==> src/rtl/gpu_irq_pkg.sv <==
// Shared constants for the graphics interrupt controller.
// Assumes: source bit positions are fixed by the software view of the pending word.
package gpu_irq_pkg;
    localparam int unsigned SRC_COUNT = 3;
    localparam int unsigned SRC_FRAME = 0;
    localparam int unsigned SRC_FLUSH = 1;
    localparam int unsigned SRC_OOM   = 2;

    typedef enum logic [2:0] {
        OFS_PENDING   = 3'd0,
        OFS_EN_SET    = 3'd1,
        OFS_EN_CLR    = 3'd2,
        OFS_POOL_BASE = 3'd3,
        OFS_POOL_LEN  = 3'd4
    } reg_ofs_e;
endpackage

==> src/rtl/gpu_irq_decode.sv <==
// Write-strobe decoder for the register port.
// Assumes: one access per cycle; reads have no side effects.
module gpu_irq_decode
    import gpu_irq_pkg::*;
#(
    parameter int unsigned AW = 3
) (
    input  logic          sel_i,
    input  logic          wr_i,
    input  logic [AW-1:0] addr_i,
    output logic          we_pending_o,
    output logic          we_en_set_o,
    output logic          we_en_clr_o,
    output logic          we_base_o,
    output logic          we_len_o
);
    logic wr_cycle;

    // Qualify a write cycle, then match each mapped offset.
    always_comb begin
        wr_cycle     = sel_i && wr_i;
        we_pending_o = wr_cycle && (addr_i == AW'(OFS_PENDING));
        we_en_set_o  = wr_cycle && (addr_i == AW'(OFS_EN_SET));
        we_en_clr_o  = wr_cycle && (addr_i == AW'(OFS_EN_CLR));
        we_base_o    = wr_cycle && (addr_i == AW'(OFS_POOL_BASE));
        we_len_o     = wr_cycle && (addr_i == AW'(OFS_POOL_LEN));
    end
endmodule

==> src/rtl/gpu_irq_pending.sv <==
// Pending bank: one sticky bit per source, set by its source and cleared by
// a write-one acknowledge. A set in the same cycle beats the acknowledge.
// Assumes: level sources drive set_i for as long as their condition holds.
module gpu_irq_pending #(
    parameter int unsigned N       = 3,
    parameter logic [N-1:0] RST_VAL = '0
) (
    input  logic         clk,
    input  logic         rst_n,
    input  logic [N-1:0] set_i,
    input  logic         ack_we_i,
    input  logic [N-1:0] ack_bits_i,
    output logic [N-1:0] pend_o
);
    for (genvar i = 0; i < N; i++) begin : g_bit
        logic bit_q;
        // Hold one pending flag; the source has priority over acknowledge.
        always_ff @(posedge clk) begin
            if (!rst_n)
                bit_q <= RST_VAL[i];
            else if (set_i[i])
                bit_q <= 1'b1;
            else if (ack_we_i && ack_bits_i[i])
                bit_q <= 1'b0;
        end
        assign pend_o[i] = bit_q;
    end
endmodule

==> src/rtl/gpu_irq_mask.sv <==
// Enable mask changed only by write-one-to-set and write-one-to-clear strobes.
// Assumes: set and clear strobes are never active in the same cycle.
module gpu_irq_mask #(
    parameter int unsigned N = 3
) (
    input  logic         clk,
    input  logic         rst_n,
    input  logic         set_we_i,
    input  logic         clr_we_i,
    input  logic [N-1:0] bits_i,
    output logic [N-1:0] mask_o
);
    logic [N-1:0] mask_q;

    // Apply the selected bit-wise set or clear to the mask.
    always_ff @(posedge clk) begin
        if (!rst_n)
            mask_q <= '0;
        else if (set_we_i)
            mask_q <= mask_q | bits_i;
        else if (clr_we_i)
            mask_q <= mask_q & ~bits_i;
    end

    assign mask_o = mask_q;
endmodule

==> src/rtl/gpu_irq_pool.sv <==
// Overflow pool registers and the out-of-memory condition flag.
// The flag starts set, because no pool exists after reset. A nonzero length
// write clears it; an exhaust pulse sets it and wins over a same-cycle write.
module gpu_irq_pool #(
    parameter int unsigned BASE_W = 32,
    parameter int unsigned LEN_W  = 32
) (
    input  logic              clk,
    input  logic              rst_n,
    input  logic              base_we_i,
    input  logic              len_we_i,
    input  logic [BASE_W-1:0] base_i,
    input  logic [LEN_W-1:0]  len_i,
    input  logic              exhaust_i,
    output logic [BASE_W-1:0] base_o,
    output logic [LEN_W-1:0]  len_o,
    output logic              oom_o
);
    logic [BASE_W-1:0] base_q;
    logic [LEN_W-1:0]  len_q;
    logic              oom_q;

    // Capture the pool base address.
    always_ff @(posedge clk) begin
        if (!rst_n)
            base_q <= '0;
        else if (base_we_i)
            base_q <= base_i;
    end

    // Capture the pool length.
    always_ff @(posedge clk) begin
        if (!rst_n)
            len_q <= '0;
        else if (len_we_i)
            len_q <= len_i;
    end

    // Track whether the binner currently lacks overflow memory.
    always_ff @(posedge clk) begin
        if (!rst_n)
            oom_q <= 1'b1;
        else if (exhaust_i)
            oom_q <= 1'b1;
        else if (len_we_i && (len_i != '0))
            oom_q <= 1'b0;
    end

    assign base_o = base_q;
    assign len_o  = len_q;
    assign oom_o  = oom_q;
endmodule

==> src/rtl/gpu_irq_ctrl.sv <==
// Top of the graphics interrupt controller: pending bank, enable mask,
// overflow pool registers, read mux and a registered interrupt line.
// Assumes: POOL_BASE_W and POOL_LEN_W are no larger than DATA_W; the event
// inputs are synchronous one-cycle pulses.
module gpu_irq_ctrl
    import gpu_irq_pkg::*;
#(
    parameter int unsigned REG_ADDR_W  = 3,
    parameter int unsigned DATA_W      = 32,
    parameter int unsigned POOL_BASE_W = 32,
    parameter int unsigned POOL_LEN_W  = 32
) (
    input  logic                  clk,
    input  logic                  rst_n,
    input  logic                  bus_sel,
    input  logic                  bus_wr,
    input  logic [REG_ADDR_W-1:0] bus_addr,
    input  logic [DATA_W-1:0]     bus_wdata,
    output logic [DATA_W-1:0]     bus_rdata,
    input  logic                  ev_frame_done,
    input  logic                  ev_flush_done,
    input  logic                  ev_pool_exhausted,
    output logic                  irq
);
    localparam int unsigned N = SRC_COUNT;
    localparam logic [N-1:0] PEND_RST = N'(1) << SRC_OOM;

    logic we_pending, we_en_set, we_en_clr, we_base, we_len;
    logic [N-1:0]           src_set;
    logic [N-1:0]           pend_q;
    logic [N-1:0]           mask_q;
    logic [POOL_BASE_W-1:0] base_q;
    logic [POOL_LEN_W-1:0]  len_q;
    logic                   oom_q;
    logic                   irq_q;

    gpu_irq_decode #(.AW(REG_ADDR_W)) u_decode (
        .sel_i        (bus_sel),
        .wr_i         (bus_wr),
        .addr_i       (bus_addr),
        .we_pending_o (we_pending),
        .we_en_set_o  (we_en_set),
        .we_en_clr_o  (we_en_clr),
        .we_base_o    (we_base),
        .we_len_o     (we_len)
    );

    // Route each source to its pending bit position.
    always_comb begin
        src_set            = '0;
        src_set[SRC_FRAME] = ev_frame_done;
        src_set[SRC_FLUSH] = ev_flush_done;
        src_set[SRC_OOM]   = oom_q;
    end

    gpu_irq_pending #(.N(N), .RST_VAL(PEND_RST)) u_pending (
        .clk        (clk),
        .rst_n      (rst_n),
        .set_i      (src_set),
        .ack_we_i   (we_pending),
        .ack_bits_i (bus_wdata[N-1:0]),
        .pend_o     (pend_q)
    );

    gpu_irq_mask #(.N(N)) u_mask (
        .clk      (clk),
        .rst_n    (rst_n),
        .set_we_i (we_en_set),
        .clr_we_i (we_en_clr),
        .bits_i   (bus_wdata[N-1:0]),
        .mask_o   (mask_q)
    );

    gpu_irq_pool #(.BASE_W(POOL_BASE_W), .LEN_W(POOL_LEN_W)) u_pool (
        .clk       (clk),
        .rst_n     (rst_n),
        .base_we_i (we_base),
        .len_we_i  (we_len),
        .base_i    (bus_wdata[POOL_BASE_W-1:0]),
        .len_i     (bus_wdata[POOL_LEN_W-1:0]),
        .exhaust_i (ev_pool_exhausted),
        .base_o    (base_q),
        .len_o     (len_q),
        .oom_o     (oom_q)
    );

    // Select read data for the addressed word; unmapped offsets return zero.
    always_comb begin
        bus_rdata = '0;
        if (bus_sel && !bus_wr) begin
            case (bus_addr)
                REG_ADDR_W'(OFS_PENDING):   bus_rdata = DATA_W'(pend_q);
                REG_ADDR_W'(OFS_EN_SET):    bus_rdata = DATA_W'(mask_q);
                REG_ADDR_W'(OFS_EN_CLR):    bus_rdata = DATA_W'(mask_q);
                REG_ADDR_W'(OFS_POOL_BASE): bus_rdata = DATA_W'(base_q);
                REG_ADDR_W'(OFS_POOL_LEN):  bus_rdata = DATA_W'(len_q);
                default:                    bus_rdata = '0;
            endcase
        end
    end

    // Register the combined request so the output is glitch-free.
    always_ff @(posedge clk) begin
        if (!rst_n)
            irq_q <= 1'b0;
        else
            irq_q <= |(pend_q & mask_q);
    end

    assign irq = irq_q;
endmodule

==> config.mk <==
export PLATFORM = sky130hd
export DESIGN_NAME = gpu_irq_ctrl
export DESIGN_NICKNAME = d
export VERILOG_FILES = /design/src/rtl/gpu_irq_pkg.sv /design/src/rtl/gpu_irq_decode.sv /design/src/rtl/gpu_irq_pending.sv /design/src/rtl/gpu_irq_mask.sv /design/src/rtl/gpu_irq_pool.sv /design/src/rtl/gpu_irq_ctrl.sv
export SDC_FILE = /design/constraint.sdc
export NUM_CORES = 1
export LEC_CHECK = 0
export BUFFER_PORTS_ARGS = -buffer_cell sky130_fd_sc_hd__buf_2
export CAP_MARGIN = 20
export CELL_PAD_IN_SITES_DETAIL_PLACEMENT = 0
export CELL_PAD_IN_SITES_GLOBAL_PLACEMENT = 1
export CORE_ASPECT_RATIO = 0.8
export CORE_MARGIN = 3
export CORE_UTILIZATION = 44
export DETAILED_ROUTE_END_ITERATION = 8
export PLACE_DENSITY = 0.81
export SKIP_LAST_GASP = 1
export SLEW_MARGIN = 20
export SYNTH_ARGS = -nofsm -noshare
export SYNTH_HDL_FRONTEND = slang
export SYNTH_HIERARCHICAL = 1
export SYNTH_SLANG_ARGS = --single-unit
==> constraint.sdc <==
create_clock -name clk -period 2.7 [get_ports clk]
set_input_delay 0.27 -clock clk [delete_from_list [all_inputs] [get_ports clk]]
set_output_delay 0.27 -clock clk [all_outputs]
set_load 0.01 [all_outputs]
======== Word level (Yosys, flattened, before mapping) ========
Index checks and enable logic that the tools add are counted.
word-level totals
  flip-flop bits (word level) ............. 72
  latch bits .............................. 0
  RAM bits ................................ 0
  memory bits (read-only) ................. 0
  input bits .............................. 42
  output and inout port bits .............. 33
  logic and storage cells ................. 46
  memories kept ........................... 0
operators by class
  add/subtract/negate cells ............... 0
  multipliers ............................. 0
  div/mod/pow operators ................... 0
  magnitude comparators ................... 0
  equality and inequality tests ........... 4
  shift operators ......................... 0
  multiplexer cells ....................... 8
  bitwise gates (word level) .............. 5
  reductions and logical operators ........ 21
operator list
  cell                  count
  $pmux W32 S4          1
  $mux W32              1
  $reduce_bool A32 Y1   1
  $logic_and A1 B1 Y1   11
  $and A3 B3 Y3         2
  $eq A3 B2 Y1 const B  2
  $mux W3               2
  $reduce_bool A2 Y1    3
  $reduce_or A2 Y1      3
  $mux W1               4
  $eq A3 B1 Y1 const B  1
  $eq A3 B3 Y1 const B  1
  $logic_not A3 Y1      1
  $not A3 Y3            1
  $or A3 B3 Y3          1
  $reduce_or A3 Y1      1
  $logic_not A1 Y1      1
  $not A1 Y1            1

======== Longest topological paths before layout ========
Gate-level depths: netlist of run 1.
  word-level depth ........................ 5
  gate-level depth with buffers ........... 6
  mapped depth without buffers ............ 4

======== Cells and area by module ========
The synthesis of run 1 kept the hierarchy.
modules (own cells, without submodules)
  module           times used  cells each  area an instance (um2)  seq. area each (um2)
  gpu_irq_pool     1           222         2517.4                  1301.2
  gpu_irq_ctrl     1           93          605.6                   20.0
  gpu_irq_pending  1           15          128.9                   60.1
  gpu_irq_mask     1           12          116.4                   60.1
  gpu_irq_decode   1           8           45.0                    0.0

======== Least setup slack after synthesis of run 1 ========
No wires, ideal clock.
  path type ............................... input -> register
  start point ............................. input port bus_sel
  end point ............................... register u_pool.oom_q (netlist: u_pool/oom_o)
  library setup time ...................... 135 ps
  data arrival time ....................... 1287 ps
  data required time ...................... 2565 ps
  setup slack ............................. 1278 ps
  cell stages on the path ................. 5
  buffers on the path ..................... 1
  path through ............................ nand2_1 nor4b_1 buf_4 nor2b_1 or4b_1
between the ends
  cells in the longest elaborated chain, start to end .. 3
RTL lines
  what                    RTL line              source
  start: declaration      gpu_irq_ctrl.sv:15    input logic bus_sel,
  $logic_and A1 B1 Y1     gpu_irq_decode.sv:21  wr_cycle = sel_i && wr_i;
  $logic_and A1 B1 Y1     gpu_irq_decode.sv:26  we_len_o = wr_cycle && (addr_i == AW'(OFS_POOL_LEN));
  net we_len              gpu_irq_ctrl.sv:28    logic we_pending, we_en_set, we_en_clr, we_base, we_len;
  $logic_and A1 B1 Y1     gpu_irq_pool.sv:45    else if (len_we_i && (len_i != '0))
  end signal: assignment  gpu_irq_pool.sv:42    oom_q <= 1'b1;
  end signal: assignment  gpu_irq_pool.sv:44    oom_q <= 1'b1;
  end signal: assignment  gpu_irq_pool.sv:46    oom_q <= 1'b0;
  end: declaration        gpu_irq_pool.sv:21    logic oom_q;
The timed path passes the listed nets, and every way through them passes these cells.
A chain may end at the register's enable or synchronous reset.

======== Final worst setup path of run 1 ========
  start point ............................. input port bus_addr[1]
  end point ............................... output port bus_rdata[25]
between the ends
  cells in the longest elaborated chain, start to end .. 4
  elaborated cells between the ends (all ways) .. 8
  classes of those cells .................. 4 x eq/ne; 2 x mux; 2 x reduce/logical
RTL lines
  what                                                 RTL line            source
  start: declaration                                   gpu_irq_ctrl.sv:17  input logic [REG_ADDR_W-1:0] bus_addr,
  $eq A3 B2 Y1 / $eq A3 B1 Y1 (equally long branches)  gpu_irq_ctrl.sv:91  case (bus_addr)
  $reduce_or A2 Y1 (no line)                           --
  $pmux W32 S4 *                                       gpu_irq_ctrl.sv:91
  $mux W32 *                                           gpu_irq_ctrl.sv:90  if (bus_sel && !bus_wr) begin
  end: declaration                                     gpu_irq_ctrl.sv:19  output logic [DATA_W-1:0] bus_rdata,
Every way passes the cells marked *; elsewhere a longest branch is shown, timed or not.

==> results.sh, run 1 <==
export IMPL_synth_top_cells_by_area="dfxtp_1 42%, mux2i_1 19%, nor2b_1 12%, a22oi_1 6.4%, nor2_1 3.3%"
export IMPL_drive_gt1_share_pct=24.2
export IMPL_syn_nets=392
export IMPL_clkPwrFrac_pct=43.2
export IMPL_rsz0062_at_grt="false"
export IMPL_relSlewSlack_pct=54.1
export IMPL_grt_max_degree=44
export IMPL_antennaDiodeCount=0
export IMPL_irDropWorstVdd_mv=0.267
export IMPL_p_per_area_mw_per_mm2=549
export IMPL_avgRoutedWirePerCell_um=16.1
export IMPL_die_w_um=104
export IMPL_first_iter_violations=147
export IMPL_cts_resized_gates=0
export IMPL_worstPathArrival_ns=1.52
export IMPL_async_reset_ff_share_pct=0
export IMPL_synthMostInstantiatedCell="dfxtp_1"
export IMPL_num_rows=28
export IMPL_portBuffers=74
export IMPL_slowest_stage="and3b_4"
export IMPL_cts_tree="built"
export IMPL_outcome="completed"
export IMPL_holdBufCountCts=0
export IMPL_grt_pass1_wl_mm=13.4
export IMPL_seq_power_share_pct=49.2
export IMPL_synth_top_area_share_pct=42.2
export IMPL_drt_wl_total_mm=8.38
export IMPL_synthAdderAreaFrac_pct=0
export IMPL_start_kind="input port"
export IMPL_synth_edf_count=0
export IMPL_slew_viol_final=0
export IMPL_synth_top_area_cell="dfxtp_1"
export IMPL_critPathCaptureType="output port"
export IMPL_max_freq_mhz=558
export IMPL_p_sw_w=0.000493
export IMPL_cp_common_cell="buf_2"
export IMPL_clk_pin_slew_ns=0.07
export IMPL_p_int_w=0.00171
export IMPL_drcViolationCount=0
export IMPL_die_h_um=84.8
export IMPL_fin_ws_ns=0.907
export IMPL_ant_nets=0
export IMPL_cts_made_buffers=9
export IMPL_cpPeakStageDelay_ns=0.54
export IMPL_critPathRequiredTime_ns=2.43
export IMPL_critical_path_class="input port to output port"
export IMPL_swShare_pct=22.3
export IMPL_p_leak_nw=1.40
export IMPL_grt_overflow_total=0
export IMPL_vias_per_cell=5.19
export IMPL_period_needed_ns=1.79
export IMPL_synth_xor_area_share_pct=0.257
export IMPL_yosysUniqueCellTypes=32
export IMPL_syn_avg_cell_area_um2=9.75
export IMPL_synth_ff_type="dfxtp_1"
export IMPL_postCtsSetupRepairBufs=0
export IMPL_cp_max_fo=29
export IMPL_grt_usage_pct=18.9
export IMPL_yosys_warnings=6
export IMPL_grt_pass1_vias=2604
export IMPL_htreeDepth=3
export IMPL_pre_cts_slack_ns=0.882
export IMPL_num_vias=2711
export IMPL_ios=75
export IMPL_die_area_mm2=0.00886
export IMPL_root_buffer="clkbuf_8"
export IMPL_cp_cell_sequence="buf_2 > and3b_4 > a22oi_1 > nor2_1 > buf_2"
export IMPL_yosys_mux_area_fraction_pct=18.8
export IMPL_yosysSeqAreaShare_pct=42.2
export IMPL_synthSimpleGateAreaFrac_pct=22.2
export IMPL_synth_seq_cells=72
export IMPL_yosys_top_cells_count="72 x dfxtp_1, 66 x nor2b_1, 64 x mux2i_1, 30 x nor2_1, 29 x a22oi_1"
export IMPL_final_hold_violation_count=0
export IMPL_core_mm2=0.00746
export IMPL_hpwlAfterDp_mm=5.50
export IMPL_synth_compound_area_share_pct=10.2
export IMPL_place_congestion=0.901
export IMPL_setup_violations=0
export IMPL_drv_cap=0
export IMPL_cts_max_path_buffers=2
export IMPL_synth_area_mm2=0.00341
export IMPL_insertion_delay_ns=0.33
export IMPL_hp_class="input port to flop"
export IMPL_drtPass1Iterations=4
export IMPL_power_frac_comb_pct=7.6
export IMPL_nets=454
export IMPL_grt_antenna_before_repair=0
export IMPL_critPathBufInv=2
export IMPL_area_delta_synth_final_pct=17.7
export IMPL_synthCells=350
export IMPL_period_share_pct=66.4
export IMPL_tns_ns=0
export IMPL_cpLargestDelayFamily="simple AND/OR/NAND/NOR gates"
export IMPL_worstMarginPinSlew_ns=0.682
export IMPL_worst_clock_skew_ns=0.00278
export IMPL_fin_util_pct=53.9
export IMPL_clkSinkCount=72
export IMPL_synth_top_family_by_area="simple AND/OR/NAND/NOR gates"
export IMPL_initial_utilization_pct=45.7
state kept, by name, summed over array words and instances, names as in the netlist, named ones only:
register,count
irq,1
u_pool/base_o,32
u_pending/g_bit.bit_q,3
u_pool/oom_o,1
u_pool/len_o,32
final cells by class:
class	instances	area (µm²)
repair buffers	80	428
multi-input cells	243	1770
well taps	105	131
inverters	6	22.5
clock inverters	5	78.8
clock buffers	11	151
fillers	710	3440
flip-flops and latches	72	1440
metal layers:
metal	track usage, %	up-vias	wire (µm)	share of wire (%)
met5	0	-	0	0
met4	5.19	0	28	0.33
met2	27.2	98	3530	42
met1	28.0	1259	4250	51
met3	4.61	4	579	6.9
li1	-	1350	-	-
power by group through the flow:
stage | logic, W | registers (W) | clock network (W)
final | 0.000169 | 0.00109 | 0.000954
after global routing | 0.000183 | 0.00109 | 0.00102
after CTS | 0.000168 | 0.00109 | 0.000981
after detailed placement | 0.000167 | 0.00111 | 0
after global placement | 0.000164 | 0.00111 | 0
after floorplan | 0.000101 | 0.00111 | 0
worst paths after layout:
kind                                                start                                     to  slack, ns  cells past startpoint
worst max-delay path                          bus_addr[1]                          bus_rdata[25]       0.91                      5
worst min-delay path                    ev_pool_exhausted              u_pool/oom_o$_SDFFE_PP1P_       0.16                      2
worst max register to register  u_pool/oom_o$_SDFFE_PP1P_              u_pool/oom_o$_SDFFE_PP1P_       1.45                      4
worst min register to register  u_pool/oom_o$_SDFFE_PP1P_  u_pending/g_bit[2].bit_q$_SDFFE_PP1P_       0.48                      1
layout by cell type (no fill, tap or decap), types with 2 or more instances in the layout:
cell / netlist / routed
nand4_1: 2 / 2
buf_2: 4 / 74
buf_4: 12 / 5
nor2b_1: 66 / 66
a31oi_1: 2 / 2
a31o_1: 3 / 3
o21ai_0: 5 / 5
bufinv_16: 0 / 2
clkinv_2: 0 / 2
nor4_1: 10 / 9
a21oi_1: 3 / 3
clkbuf_8: 0 / 11
a32oi_1: 3 / 3
and3_1: 6 / 6
nor2_1: 30 / 30
inv_1: 5 / 5
nand2_1: 5 / 5
dfxtp_1: 72 / 72
a22oi_1: 29 / 29
nor3b_1: 3 / 3
mux2i_1: 64 / 64
kinds of logic after synthesis:
group	after synthesis
xor+xnor	1
mux	64
simple gates	130
compound gates	48
flops	72
buf+inv	35
stage by stage:
step / cells / total power [W] / cell area, µm² / hold WS (ns)
final: 522 / 0.00221 / 4020 / 0.160
after CTS: 522 / 0.00223 / 4020 / 0.143
after detailed placement: 506 / 0.00128 / 3790 / 0.457
after floorplan: 350 / 0.00121 / 3410 / 0.376
after global routing: 522 / 0.00229 / 4020 / 0.153
after global placement: 506 / 0.00127 / 3790 / 0.441
worst reg2reg max path, delay by kind of cell, from the launching register on:
family | cells | cell delay [ns]
and+or+nand+nor | 4 | 0.84
DFF | 1 | 0.35
(Power assumes the default switching activity.)
==> inputs of run 2 (changes only) <==
--- a/config.mk
+++ b/config.mk
@@ -11,9 +11,9 @@
 export CELL_PAD_IN_SITES_GLOBAL_PLACEMENT = 1
 export CORE_ASPECT_RATIO = 0.8
 export CORE_MARGIN = 3
-export CORE_UTILIZATION = 44
+export CORE_UTILIZATION = 41
 export DETAILED_ROUTE_END_ITERATION = 8
-export PLACE_DENSITY = 0.81
+export PLACE_DENSITY = 0.76
 export SKIP_LAST_GASP = 1
 export SLEW_MARGIN = 20
 export SYNTH_ARGS = -nofsm -noshare
==> constraint.sdc (replaced) <==
create_clock -name clk -period 1.7 [get_ports clk]
set_input_delay 0.17 -clock clk [delete_from_list [all_inputs] [get_ports clk]]
set_output_delay 0.17 -clock clk [all_outputs]
set_load 0.01 [all_outputs]
==> run 2 against run 1 <==
  * Die area rose by 6.8%
  * Sequential share of layout area fell by 0.84 points
  * Combinational power rose by 68%
  * Global-route usage fell by 0.089 points
  * Clock-buffer cell count did not move
  * First-iteration DRC count fell by 37%
  * Clock skew rose by 0.0011 ns
  * Power rose by 61%
  * Wire length rose by 2.5%
  * Cell count rose by 2.3%
  * Critical path depth fell by 1
  * Critical endpoint is now bus_rdata[0]
==> results.sh, run 2 (synthesized netlist as in run 1, its figures left out) <==
export IMPL_outcome="completed"
export IMPL_grt_pass1_vias=2635
export IMPL_drive_gt1_share_pct=25.8
export IMPL_initial_utilization_pct=42.6
export IMPL_cts_made_buffers=9
export IMPL_cts_resized_gates=0
export IMPL_worst_clock_skew_ns=0.00387
export IMPL_fin_util_pct=51.3
export IMPL_global_route_usage_met3_pct=4.57
export IMPL_min_from="ev_pool_exhausted"
export IMPL_die_area_mm2=0.00946
export IMPL_power_w=0.00355
export IMPL_rsz0062_at_grt="false"
export IMPL_regToRegStartpoint="u_pool/oom_o$_SDFFE_PP1P_"
export IMPL_worstPathArrival_ns=1.30
export IMPL_antennaDiodeCount=0
export IMPL_cts_tree="built"
export IMPL_holdBufCountCts=0
export IMPL_clkSinkCount=72
export IMPL_grtUsageMet1_pct=28.1
export IMPL_postCtsSetupRepairBufs=0
export IMPL_min_to="u_pool/oom_o$_SDFFE_PP1P_"
export IMPL_cpPeakStageDelay_ns=0.37
export IMPL_ff2ff_path_depth=4
export IMPL_final_cell_mix="74 x buf_2, 72 x dfxtp_1, 66 x nor2b_1"
export IMPL_critPathCaptureType="output port"
export IMPL_gr_max_usage_layer="met1"
export IMPL_slew_viol_final=0
export IMPL_num_vias=2751
export IMPL_drtPass1Iterations=5
export IMPL_period_share_pct=86.6
export IMPL_first_iter_violations=93
export IMPL_drcViolationCount=0
export IMPL_slowest_stage="dfxtp_1"
export IMPL_critical_path_class="flop to output port"
export IMPL_nets=463
export IMPL_final_hold_violation_count=0
export IMPL_clk_pin_slew_ns=0.08
export IMPL_insertion_delay_ns=0.34
export IMPL_worstMarginPinSlew_ns=0.544
export IMPL_die_w_um=108
export IMPL_num_rows=29
export IMPL_drt_wl_total_mm=8.59
export IMPL_grt_max_degree=33
export IMPL_use_met2_pct=26.4
export IMPL_drv_cap=0
export IMPL_place_congestion=0.811
export IMPL_relSlewSlack_pct=63.4
export IMPL_irDropWorstVdd_mv=0.545
export IMPL_grt_pass1_wl_mm=13.9
export IMPL_die_h_um=87.6
export IMPL_vias_per_cell=5.15
export IMPL_ant_nets=0
export IMPL_grt_antenna_before_repair=1
export IMPL_setup_violations=0
export IMPL_avgRoutedWirePerCell_um=16.1
export IMPL_hp_class="input port to flop"
export IMPL_stdcell_area_mm2=0.00412
export IMPL_period_needed_ns=1.47
export IMPL_ios=75
export IMPL_p_leak_nw=1.46
export IMPL_grt_overflow_total=0
export IMPL_placed_cell_area_mm2=0.00388
export IMPL_htreeDepth=3
export IMPL_start_kind="flop"
export IMPL_r2r_end="u_pool/oom_o$_SDFFE_PP1P_"
export IMPL_grt_usage_pct=18.8
export IMPL_tns_ns=0
export IMPL_r2r_slack_ns=0.50
export IMPL_cp_cell_sequence="nor3b_1 > o21ai_0 > a21oi_1 > buf_2"
export IMPL_layout_commonest_cell="buf_2"
export IMPL_portBuffers=74
export IMPL_cts_max_path_buffers=2
export IMPL_p_per_area_mw_per_mm2=863
export IMPL_max_freq_mhz=680
export IMPL_cp_max_fo=3
export IMPL_core_mm2=0.00802
export IMPL_area_delta_synth_final_pct=20.6
export IMPL_hpwlAfterDp_mm=5.85
export IMPL_holdPathStages=2
export IMPL_hold_slack_ns=0.0389
export IMPL_root_buffer="clkbuf_8"
export IMPL_critPathRequiredTime_ns=1.53
## run 2: worst max-delay path: cells and delay by family, from the launching register on
kind | cells | cell delay (ns)
flops | 1 | 0.37
buf+inv | 1 | 0.15
simple gates | 1 | 0.20
compound gates | 2 | 0.24
## run 2: worst max path at each step
stage                                                      from                             end  slack, ns
after floorplan                                         bus_sel       u_pool/oom_o$_SDFFE_PP1P_       0.38
after global placement                              bus_addr[1]  u_pool/base_o[20]$_SDFFE_PN0P_       0.16
after detailed placement                            bus_addr[1]  u_pool/base_o[20]$_SDFFE_PN0P_       0.15
after CTS                 u_pending/g_bit[0].bit_q$_SDFFE_PN0P_                    bus_rdata[0]       0.21
after global routing      u_pending/g_bit[2].bit_q$_SDFFE_PP1P_                    bus_rdata[2]        0.1
final                     u_pending/g_bit[0].bit_q$_SDFFE_PN0P_                    bus_rdata[0]       0.23
## run 2: cell type report
| cell class | count | area, µm² |
|---|---|---|
| Sequential cell | 72 | 1440 |
| Tap cell | 108 | 135 |
| Clock buffer | 11 | 151 |
| Inverter | 6 | 22.5 |
| Multi-Input combinational cell | 243 | 1770 |
| Fill cell | 782 | 3900 |
| Clock inverter | 5 | 78.8 |
| Timing Repair Buffer | 89 | 520 |
## run 2: layer usage
metal / share of wire, % / routed length, µm / vias up
met5: 0.15 / 13 / -
met4: 0.84 / 72 / 2
li1: - / - / 1372
met1: 52 / 4460 / 1293
met2: 42 / 3620 / 74
met3: 4.9 / 423 / 10
## run 2: where the power goes
| group | internal, W | switching, W |
|---|---|---|
| clock network | 0.000904 | 0.000638 |
| registers | 0.00171 | 0.0000136 |
| logic | 0.000122 | 0.000162 |
## run 2: per-stage QoR
stage	cells	setup WS [ns]
finish	534	0.228
global placement	518	0.165
floorplan	350	0.378
CTS	534	0.207
detailed placement	518	0.153
global route	534	0.0976
